==> src/rtl/mgmt_pkg.sv <==
package mgmt_pkg;

   typedef enum logic [2:0] {
      FS_HUNT,
      FS_START,
      FS_OPCODE,
      FS_DEVADDR,
      FS_REGADDR,
      FS_TURN,
      FS_DATA
   } frame_state_t;

   localparam logic [1:0] OPC_READ  = 2'b10;
   localparam logic [1:0] OPC_WRITE = 2'b01;

endpackage

==> src/rtl/mgmt_frame_decoder.sv <==
module mgmt_frame_decoder
   import mgmt_pkg::*;
#(
   parameter int DATA_W   = 16,
   parameter int ADDR_W   = 5,
   parameter int DEV_W    = 5,
   parameter int STRAP_W  = 3,
   parameter int PRE_LEN  = 32
) (
   input  logic              clk,
   input  logic              rst_n,
   input  logic              bit_in,
   input  logic [STRAP_W-1:0] strap,
   output logic              tx_start,
   output logic              wr_en,
   output logic [ADDR_W-1:0] reg_addr,
   output logic [DATA_W-1:0] wr_data,
   output logic              rd_stb
);

   localparam int CNT_W  = $clog2(DATA_W);
   localparam int ONES_W = $clog2(PRE_LEN + 1);

   frame_state_t            state;
   logic [ONES_W-1:0]       ones;
   logic [CNT_W-1:0]        bcnt;
   logic [DATA_W-2:0]       fld;
   logic                    is_rd;
   logic [1:0]              opc_now;
   logic [DEV_W-1:0]        dev_now;
   logic                    dev_hit;

   assign opc_now = {fld[0], bit_in};
   assign dev_now = {fld[DEV_W-2:0], bit_in};
   assign dev_hit = (dev_now[DEV_W-1:STRAP_W] == '0) &&
                    (dev_now[STRAP_W-1:0] == strap) && (strap != '0);

   assign tx_start = (state == FS_TURN) && (bcnt == '0) && is_rd;
   assign wr_en    = (state == FS_DATA) && (bcnt == CNT_W'(DATA_W-1)) && !is_rd;
   assign wr_data  = {fld, bit_in};

   always_ff @(posedge clk or negedge rst_n) begin
      if (!rst_n) begin
         state    <= FS_HUNT;
         ones     <= '0;
         bcnt     <= '0;
         fld      <= '0;
         is_rd    <= 1'b0;
         reg_addr <= '0;
         rd_stb   <= 1'b0;
      end else begin
         rd_stb <= 1'b0;
         if (state != FS_HUNT) begin
            fld <= {fld[DATA_W-3:0], bit_in};
         end
         case (state)
            FS_HUNT: begin
               if (bit_in) begin
                  if (ones != ONES_W'(PRE_LEN)) ones <= ones + 1'b1;
               end else if (ones == ONES_W'(PRE_LEN)) begin
                  state <= FS_START;
               end else begin
                  ones <= '0;
               end
            end
            FS_START: begin
               ones <= '0;
               bcnt <= '0;
               state <= bit_in ? FS_OPCODE : FS_HUNT;
            end
            FS_OPCODE: begin
               if (bcnt == CNT_W'(1)) begin
                  bcnt <= '0;
                  if (opc_now == OPC_READ) begin
                     is_rd <= 1'b1;
                     state <= FS_DEVADDR;
                  end else if (opc_now == OPC_WRITE) begin
                     is_rd <= 1'b0;
                     state <= FS_DEVADDR;
                  end else begin
                     state <= FS_HUNT;
                  end
               end else begin
                  bcnt <= bcnt + 1'b1;
               end
            end
            FS_DEVADDR: begin
               if (bcnt == CNT_W'(DEV_W-1)) begin
                  bcnt  <= '0;
                  state <= dev_hit ? FS_REGADDR : FS_HUNT;
               end else begin
                  bcnt <= bcnt + 1'b1;
               end
            end
            FS_REGADDR: begin
               if (bcnt == CNT_W'(ADDR_W-1)) begin
                  bcnt     <= '0;
                  reg_addr <= {fld[ADDR_W-2:0], bit_in};
                  state    <= FS_TURN;
               end else begin
                  bcnt <= bcnt + 1'b1;
               end
            end
            FS_TURN: begin
               if (bcnt == CNT_W'(1)) begin
                  bcnt  <= '0;
                  state <= FS_DATA;
               end else begin
                  bcnt <= bcnt + 1'b1;
               end
            end
            FS_DATA: begin
               if (bcnt == CNT_W'(DATA_W-1)) begin
                  bcnt   <= '0;
                  state  <= FS_HUNT;
                  rd_stb <= is_rd;
               end else begin
                  bcnt <= bcnt + 1'b1;
               end
            end
            default: state <= FS_HUNT;
         endcase
      end
   end

   AST_STB_SINGLE: assert property (@(posedge clk) disable iff (!rst_n)
      rd_stb |=> !rd_stb);

endmodule

==> src/rtl/mgmt_reg_bank.sv <==
module mgmt_reg_bank #(
   parameter int DATA_W   = 16,
   parameter int ADDR_W   = 5,
   parameter int NUM_REGS = 13
) (
   input  logic              clk,
   input  logic              rst_n,
   input  logic              wr_en,
   input  logic [ADDR_W-1:0] wr_addr,
   input  logic [DATA_W-1:0] wr_data,
   input  logic [ADDR_W-1:0] rd_addr,
   output logic [DATA_W-1:0] rd_data
);

   localparam int FULL_MAP = (NUM_REGS == (1 << ADDR_W)) ? 1 : 0;

   logic [DATA_W-1:0]          regs_q [NUM_REGS];
   logic [NUM_REGS*DATA_W-1:0] regs_flat;

   for (genvar i = 0; i < NUM_REGS; i++) begin : g_reg
      always_ff @(posedge clk or negedge rst_n) begin
         if (!rst_n) begin
            regs_q[i] <= '0;
         end else if (wr_en && (wr_addr == ADDR_W'(i))) begin
            regs_q[i] <= wr_data;
         end
      end
      assign regs_flat[i*DATA_W +: DATA_W] = regs_q[i];
   end

   if (FULL_MAP == 1) begin : g_full_map
      assign rd_data = regs_q[rd_addr];
   end else begin : g_partial_map
      always_comb begin
         rd_data = '0;
         for (int k = 0; k < NUM_REGS; k++) begin
            if (rd_addr == ADDR_W'(k)) rd_data = regs_q[k];
         end
      end

      AST_UNMAPPED_WRITE_INERT: assert property (@(posedge clk) disable iff (!rst_n)
         (wr_en && (wr_addr >= ADDR_W'(NUM_REGS))) |=> $stable(regs_flat));
   end

endmodule

==> src/rtl/mgmt_pad_driver.sv <==
module mgmt_pad_driver #(
   parameter int DATA_W = 16
) (
   input  logic              clk,
   input  logic              rst_n,
   input  logic              start,
   input  logic [DATA_W-1:0] load_data,
   output logic              pad_o,
   output logic              pad_oe
);

   localparam int SPAN_W = $clog2(DATA_W + 1);

   logic [DATA_W-1:0] shreg;
   logic [SPAN_W-1:0] sent;

   always_ff @(posedge clk or negedge rst_n) begin
      if (!rst_n) begin
         shreg  <= '0;
         sent   <= '0;
         pad_o  <= 1'b0;
         pad_oe <= 1'b0;
      end else if (start && !pad_oe) begin
         shreg  <= load_data;
         sent   <= '0;
         pad_o  <= 1'b0;
         pad_oe <= 1'b1;
      end else if (pad_oe) begin
         if (sent == SPAN_W'(DATA_W)) begin
            pad_oe <= 1'b0;
            pad_o  <= 1'b0;
         end else begin
            pad_o <= shreg[DATA_W-1];
            shreg <= {shreg[DATA_W-2:0], 1'b0};
            sent  <= sent + 1'b1;
         end
      end
   end

   AST_TURN_DRIVES_ZERO: assert property (@(posedge clk) disable iff (!rst_n)
      $rose(pad_oe) |-> !pad_o);

endmodule

==> src/rtl/mgmt_serial_responder.sv <==
module mgmt_serial_responder #(
   parameter int DATA_W   = 16,
   parameter int ADDR_W   = 5,
   parameter int DEV_W    = 5,
   parameter int STRAP_W  = 3,
   parameter int NUM_REGS = 13,
   parameter int PRE_LEN  = 32
) (
   input  logic               mdc,
   input  logic               rst_n,
   input  logic [STRAP_W-1:0] strap_addr,
   input  logic               mdio_i,
   output logic               mdio_o,
   output logic               mdio_oe,
   output logic               rd_stb,
   output logic [ADDR_W-1:0]  rd_addr
);

   if (DEV_W <= STRAP_W) begin : g_chk_dev
      $error("device address must be wider than the strap");
   end
   if (NUM_REGS < 1 || NUM_REGS > (1 << ADDR_W)) begin : g_chk_regs
      $error("register count does not fit the register address");
   end
   if (DATA_W < 4 || DATA_W < DEV_W || DATA_W < ADDR_W) begin : g_chk_data
      $error("data field too narrow for the bit counter");
   end
   if (PRE_LEN < 1) begin : g_chk_pre
      $error("preamble length must be positive");
   end

   logic              tx_start;
   logic              wr_en;
   logic [ADDR_W-1:0] reg_addr;
   logic [DATA_W-1:0] wr_data;
   logic [DATA_W-1:0] rd_data;

   mgmt_frame_decoder #(
      .DATA_W (DATA_W),
      .ADDR_W (ADDR_W),
      .DEV_W  (DEV_W),
      .STRAP_W(STRAP_W),
      .PRE_LEN(PRE_LEN)
   ) u_decoder (
      .clk     (mdc),
      .rst_n   (rst_n),
      .bit_in  (mdio_i),
      .strap   (strap_addr),
      .tx_start(tx_start),
      .wr_en   (wr_en),
      .reg_addr(reg_addr),
      .wr_data (wr_data),
      .rd_stb  (rd_stb)
   );

   mgmt_reg_bank #(
      .DATA_W  (DATA_W),
      .ADDR_W  (ADDR_W),
      .NUM_REGS(NUM_REGS)
   ) u_bank (
      .clk    (mdc),
      .rst_n  (rst_n),
      .wr_en  (wr_en),
      .wr_addr(reg_addr),
      .wr_data(wr_data),
      .rd_addr(reg_addr),
      .rd_data(rd_data)
   );

   mgmt_pad_driver #(
      .DATA_W(DATA_W)
   ) u_pad (
      .clk      (mdc),
      .rst_n    (rst_n),
      .start    (tx_start),
      .load_data(rd_data),
      .pad_o    (mdio_o),
      .pad_oe   (mdio_oe)
   );

   assign rd_addr = reg_addr;

   AST_OE_FROM_READ: assert property (@(posedge mdc) disable iff (!rst_n)
      $rose(mdio_oe) |-> $past(tx_start));

   AST_STB_ENDS_READ: assert property (@(posedge mdc) disable iff (!rst_n)
      rd_stb |-> $fell(mdio_oe));

   AST_OE_NEEDS_STRAP: assert property (@(posedge mdc) disable iff (!rst_n)
      mdio_oe |-> (strap_addr != '0));

endmodule

==> config.mk <==
export PLATFORM = sky130hd
export DESIGN_NAME = mgmt_serial_responder
export DESIGN_NICKNAME = d
export VERILOG_FILES = /design/src/rtl/mgmt_pkg.sv /design/src/rtl/mgmt_frame_decoder.sv /design/src/rtl/mgmt_reg_bank.sv /design/src/rtl/mgmt_pad_driver.sv /design/src/rtl/mgmt_serial_responder.sv
export SDC_FILE = /design/constraint.sdc
export NUM_CORES = 1
export LEC_CHECK = 0
export BUFFER_PORTS_ARGS = -buffer_cell sky130_fd_sc_hd__buf_2
export CAP_MARGIN = 20
export CORE_ASPECT_RATIO = 0.8
export CORE_UTILIZATION = 55
export CTS_CLUSTER_DIAMETER = 30
export CTS_CLUSTER_SIZE = 24
export DETAILED_ROUTE_END_ITERATION = 8
export PLACE_DENSITY = 0.75
export SYNTH_ARGS = -nofsm -noshare
export SYNTH_HDL_FRONTEND = slang
export SYNTH_SLANG_ARGS = --single-unit
export TNS_END_PERCENT = 30
==> constraint.sdc <==
create_clock -name mdc -period 2.4 [get_ports mdc]
set_input_delay 0.36 -clock mdc [delete_from_list [all_inputs] [get_ports mdc]]
set_output_delay 0.36 -clock mdc [all_outputs]
set_load 0.1 [all_outputs]
==> flow_metrics.tcl <==
set metrics [dict create \
    hold_path_class "primary input to register" \
    skew_ns 0.0233 \
    finalCritPeriodShare_pct 96.1 \
    grt_pass1_vias 9768 \
    status "finished clean" \
    synth_edf_count 0 \
    yosysSeqAreaShare_pct 51.5 \
    drt_wl_total_um 34900 \
    drtPass1Iterations 5 \
    drv_cap 0 \
    drt_iter0_drc 961 \
    p_sw_mw 2.65 \
    tns_ns 0 \
    ios 14 \
    vias 9516 \
    powerDensity_nw_per_um2 788 \
    core-area_um2 22700 \
    grt_pass1_wl_um 55700 \
    hold_violations 0 \
    period_needed_ns 2.31 \
    clk_transition_reported_paths_ns 0.05 \
    syn_to_final_growth_pct 18.9 \
    gp_congestion 0.912 \
    crit_path_start_kind "register" \
    fin_area_um2 15400 \
    diodes 0 \
    fp.dieW_um 173 \
    clk_latency_ns 0.54 \
    synth_area_um2 12900 \
    ys.flop_type "dfrtp_1" \
    wire_per_inst_um 23.6 \
    grt_usage_pct 29.7 \
    synth_fp_nets 1108 \
    drc_errors 0 \
    antenna_found_initial 0 \
    postSynth.asyncResetShare_pct 100 \
    fp.dieH_um 139 \
    drtAntennaViolNets 0 \
    row_count 49 \
    viasPerCell 6.43 \
    ys_ff_latch 266 \
    overflow 0 \
    nFillCells 1649 \
    yosys_warnings 0 \
    synth_cells 1094 \
    power.internal_mw 9.46 \
    yosysUniqueCellTypes 71 \
    swShare_pct 21.9 \
    setup_viol 0 \
    path_class "register to register" \
    critPathMaxFanout 24 \
    power_frac_comb_pct 2.0 \
    irDropWorstVdd_uv 574 \
    numPortBuffers 13 \
    cts_inserted_buffers 44 \
    leakagePower_nw 7.30 \
    grt_start_max_net_pins 64 \
    end_kind "register" \
    dpl.hpwl_um 22600 \
    cp_data_arrival_time_ns 2.72 \
    clockBufferDepth 3 \
    root_buffer "clkbuf_16" \
    placed_area_um2 13600 \
    slew_headroom_pct 50.1 \
    cts_tree "yes" \
    clock_sinks 266 \
    fmax_mhz 433 \
    die_area_um2 24100 \
    start_util_pct 56.8 \
    drive_gt1_share_pct 37.6 \
    avgSynthCellArea_um2 11.8 \
    worst_pin_slew_ns 0.748 \
    htree_levels 2 \
    crit_required_ns 2.81 \
    finalPower_mw 12.1 \
    slew_viol_final 0 \
    clockPowerShare_pct 60.0 \
    nets 1152 \
    pwr-share-seq_pct 38.0 \
]
cells in the mapped netlist, types with 6 or more instances:
library cell / count / share of area (%)
nand3_1: 28 / 1.1
inv_1: 16 / 0.46
buf_2: 33 / 1.3
or3_1: 8 / 0.39
nand2b_1: 11 / 0.53
mux2_2: 228 / 20
a21oi_1: 37 / 1.4
nand2_1: 53 / 1.5
or2_2: 6 / 0.29
mux4_2: 7 / 1.2
o221ai_1: 15 / 1.0
nand2_2: 10 / 0.48
and3b_1: 10 / 0.68
nor3_1: 26 / 1.0
nor2_1: 44 / 1.3
a221oi_1: 11 / 0.75
dfrtp_1: 266 / 52
a22o_1: 16 / 1.1
mux2i_1: 13 / 1.0
ha_1: 8 / 0.77
o22ai_1: 10 / 0.48
o21ai_0: 69 / 2.7
nor2b_1: 16 / 0.77
a22oi_1: 13 / 0.76
clkbuf_1: 40 / 1.2
layout make-up:
class | instances | area (µm²) | share of cell area [%]
Inverter | 16 | 60.1 | 0.391
Multi-Input combinational cell | 730 | 5860 | 38.2
Tap cell | 306 | 383 | 2.49
Clock inverter | 35 | 564 | 3.67
Timing Repair Buffer | 80 | 672 | 4.37
Clock buffer | 47 | 1150 | 7.51
Sequential cell | 266 | 6660 | 43.4
placed cells by master (no fill, tap or decap), types with 5 or more instances in the layout:
cell         n
a21oi_1     37
a221oi_1    11
a22o_1      16
a22oi_1     11
a31oi_1      5
and3_1       5
and3b_1     10
buf_12       7
buf_2       12
buf_4       58
bufinv_16   12
clkbuf_16   45
clkinv_4     7
dfrtp_1    260
dfrtp_2      6
ha_1         7
inv_1       16
inv_6        8
mux2_2     228
mux2i_1     12
mux4_2       7
nand2_1     53
nand2_2     10
nand2b_1    11
nand3_1     28
nand3b_1     5
nor2_1      44
nor2b_1     16
nor3_1      24
o211ai_1     5
o21ai_0     69
o221ai_1    15
o22ai_1     10
o31ai_1      5
or2_2        6
or3_1        7
routing by layer:
layer  vias to the layer above  global-route usage, %  part of all wire (%)
met5                         -                      0                     0
li1                       4137                      -                     -
met3                        72                   7.46                   9.3
met1                      4844                   44.1                    46
met4                         0                   7.82                   1.9
met2                       463                   43.4                    43
cell families (layout without fill, tap and decap cells):
logic type / count (synthesis) / count (layout) / share of synthesized area [%]
AND/OR/NAND/NOR: 253 / 253 / 10.7
AO/OA/AOI/OAI: 217 / 217 / 11.2
multiplexers: 248 / 248 / 22.1
buffers and inverters: 98 / 178 / 3.40
XOR/XNOR: 4 / 4 / 0.271
flip-flops: 266 / 266 / 51.5
adder cells (fa/ha/maj): 8 / 8 / 0.775
flip-flops by register name, indices dropped and copies added (netlist names):
name and count:
u_bank.regs_flat 208, u_pad.shreg 16, u_decoder.fld 15, u_decoder.ones 6
u_decoder.reg_addr 5, u_pad.sent 5, u_decoder.bcnt 4, u_decoder.state 3
u_decoder.is_rd 1, u_decoder.rd_stb 1, u_pad.pad_o 1, u_pad.pad_oe 1
worst max-delay path, cell delays in order (launching register included):
cell	delay, ns
dfrtp_2	0.64
or3b_1	0.51
nor3_2	0.25
nand2_2	0.39
mux2_2	0.40
power groups by stage:
stage / Sequential [mW] / Combinational [mW] / Clock [mW]
after global routing: 4.60 / 0.272 / 7.55
after global placement: 4.67 / 0.235 / 0
after detailed placement: 4.67 / 0.241 / 0
after CTS: 4.59 / 0.244 / 7.32
after floorplan: 4.62 / 0.109 / 0
final: 4.60 / 0.242 / 7.27
final timing paths:
path / from / to / slack [ns] / cells past startpoint
worst max register to register: u_decoder.reg_addr[3] / u_bank.regs_flat[130] / 0.09 / 4
worst max-delay path: u_decoder.reg_addr[3] / u_bank.regs_flat[130] / 0.09 / 4
worst min-delay path: strap_addr[1] / u_decoder.state[2] / 0.18 / 3
min in group asynchronous: rst_n / u_pad.sent[0] / 0.38 / 2
max in group asynchronous: rst_n / u_decoder.reg_addr[0] / 1.31 / 3
worst min register to register: u_bank.regs_flat[16] / u_bank.regs_flat[16] / 0.47 / 2
stage by stage:
| stage | utilization, % | std cells | setup WS (ns) | hold WS, ns |
|---|---|---|---|---|
| floorplan | - | 1094 | 0.0497 | 0.0644 |
| global placement | 59.8 | 1396 | 0.0793 | 0.347 |
| detailed placement | 59.8 | 1396 | 0.0600 | 0.354 |
| CTS | 67.4 | 1479 | 0.0472 | 0.170 |
| global route | 67.5 | 1480 | -0.0285 | 0.212 |
| finish | 67.5 | 1480 | 0.0927 | 0.176 |
what timing repair did:
item                                    in CTS  in global routing
endpoints found under the setup margin       0                 22
hold buffers                                 1                  0
hold endpoints to repair                    56                  0
buffers inserted                             0                  1
resized for setup                            0                  7
(Power assumes the default switching activity.)
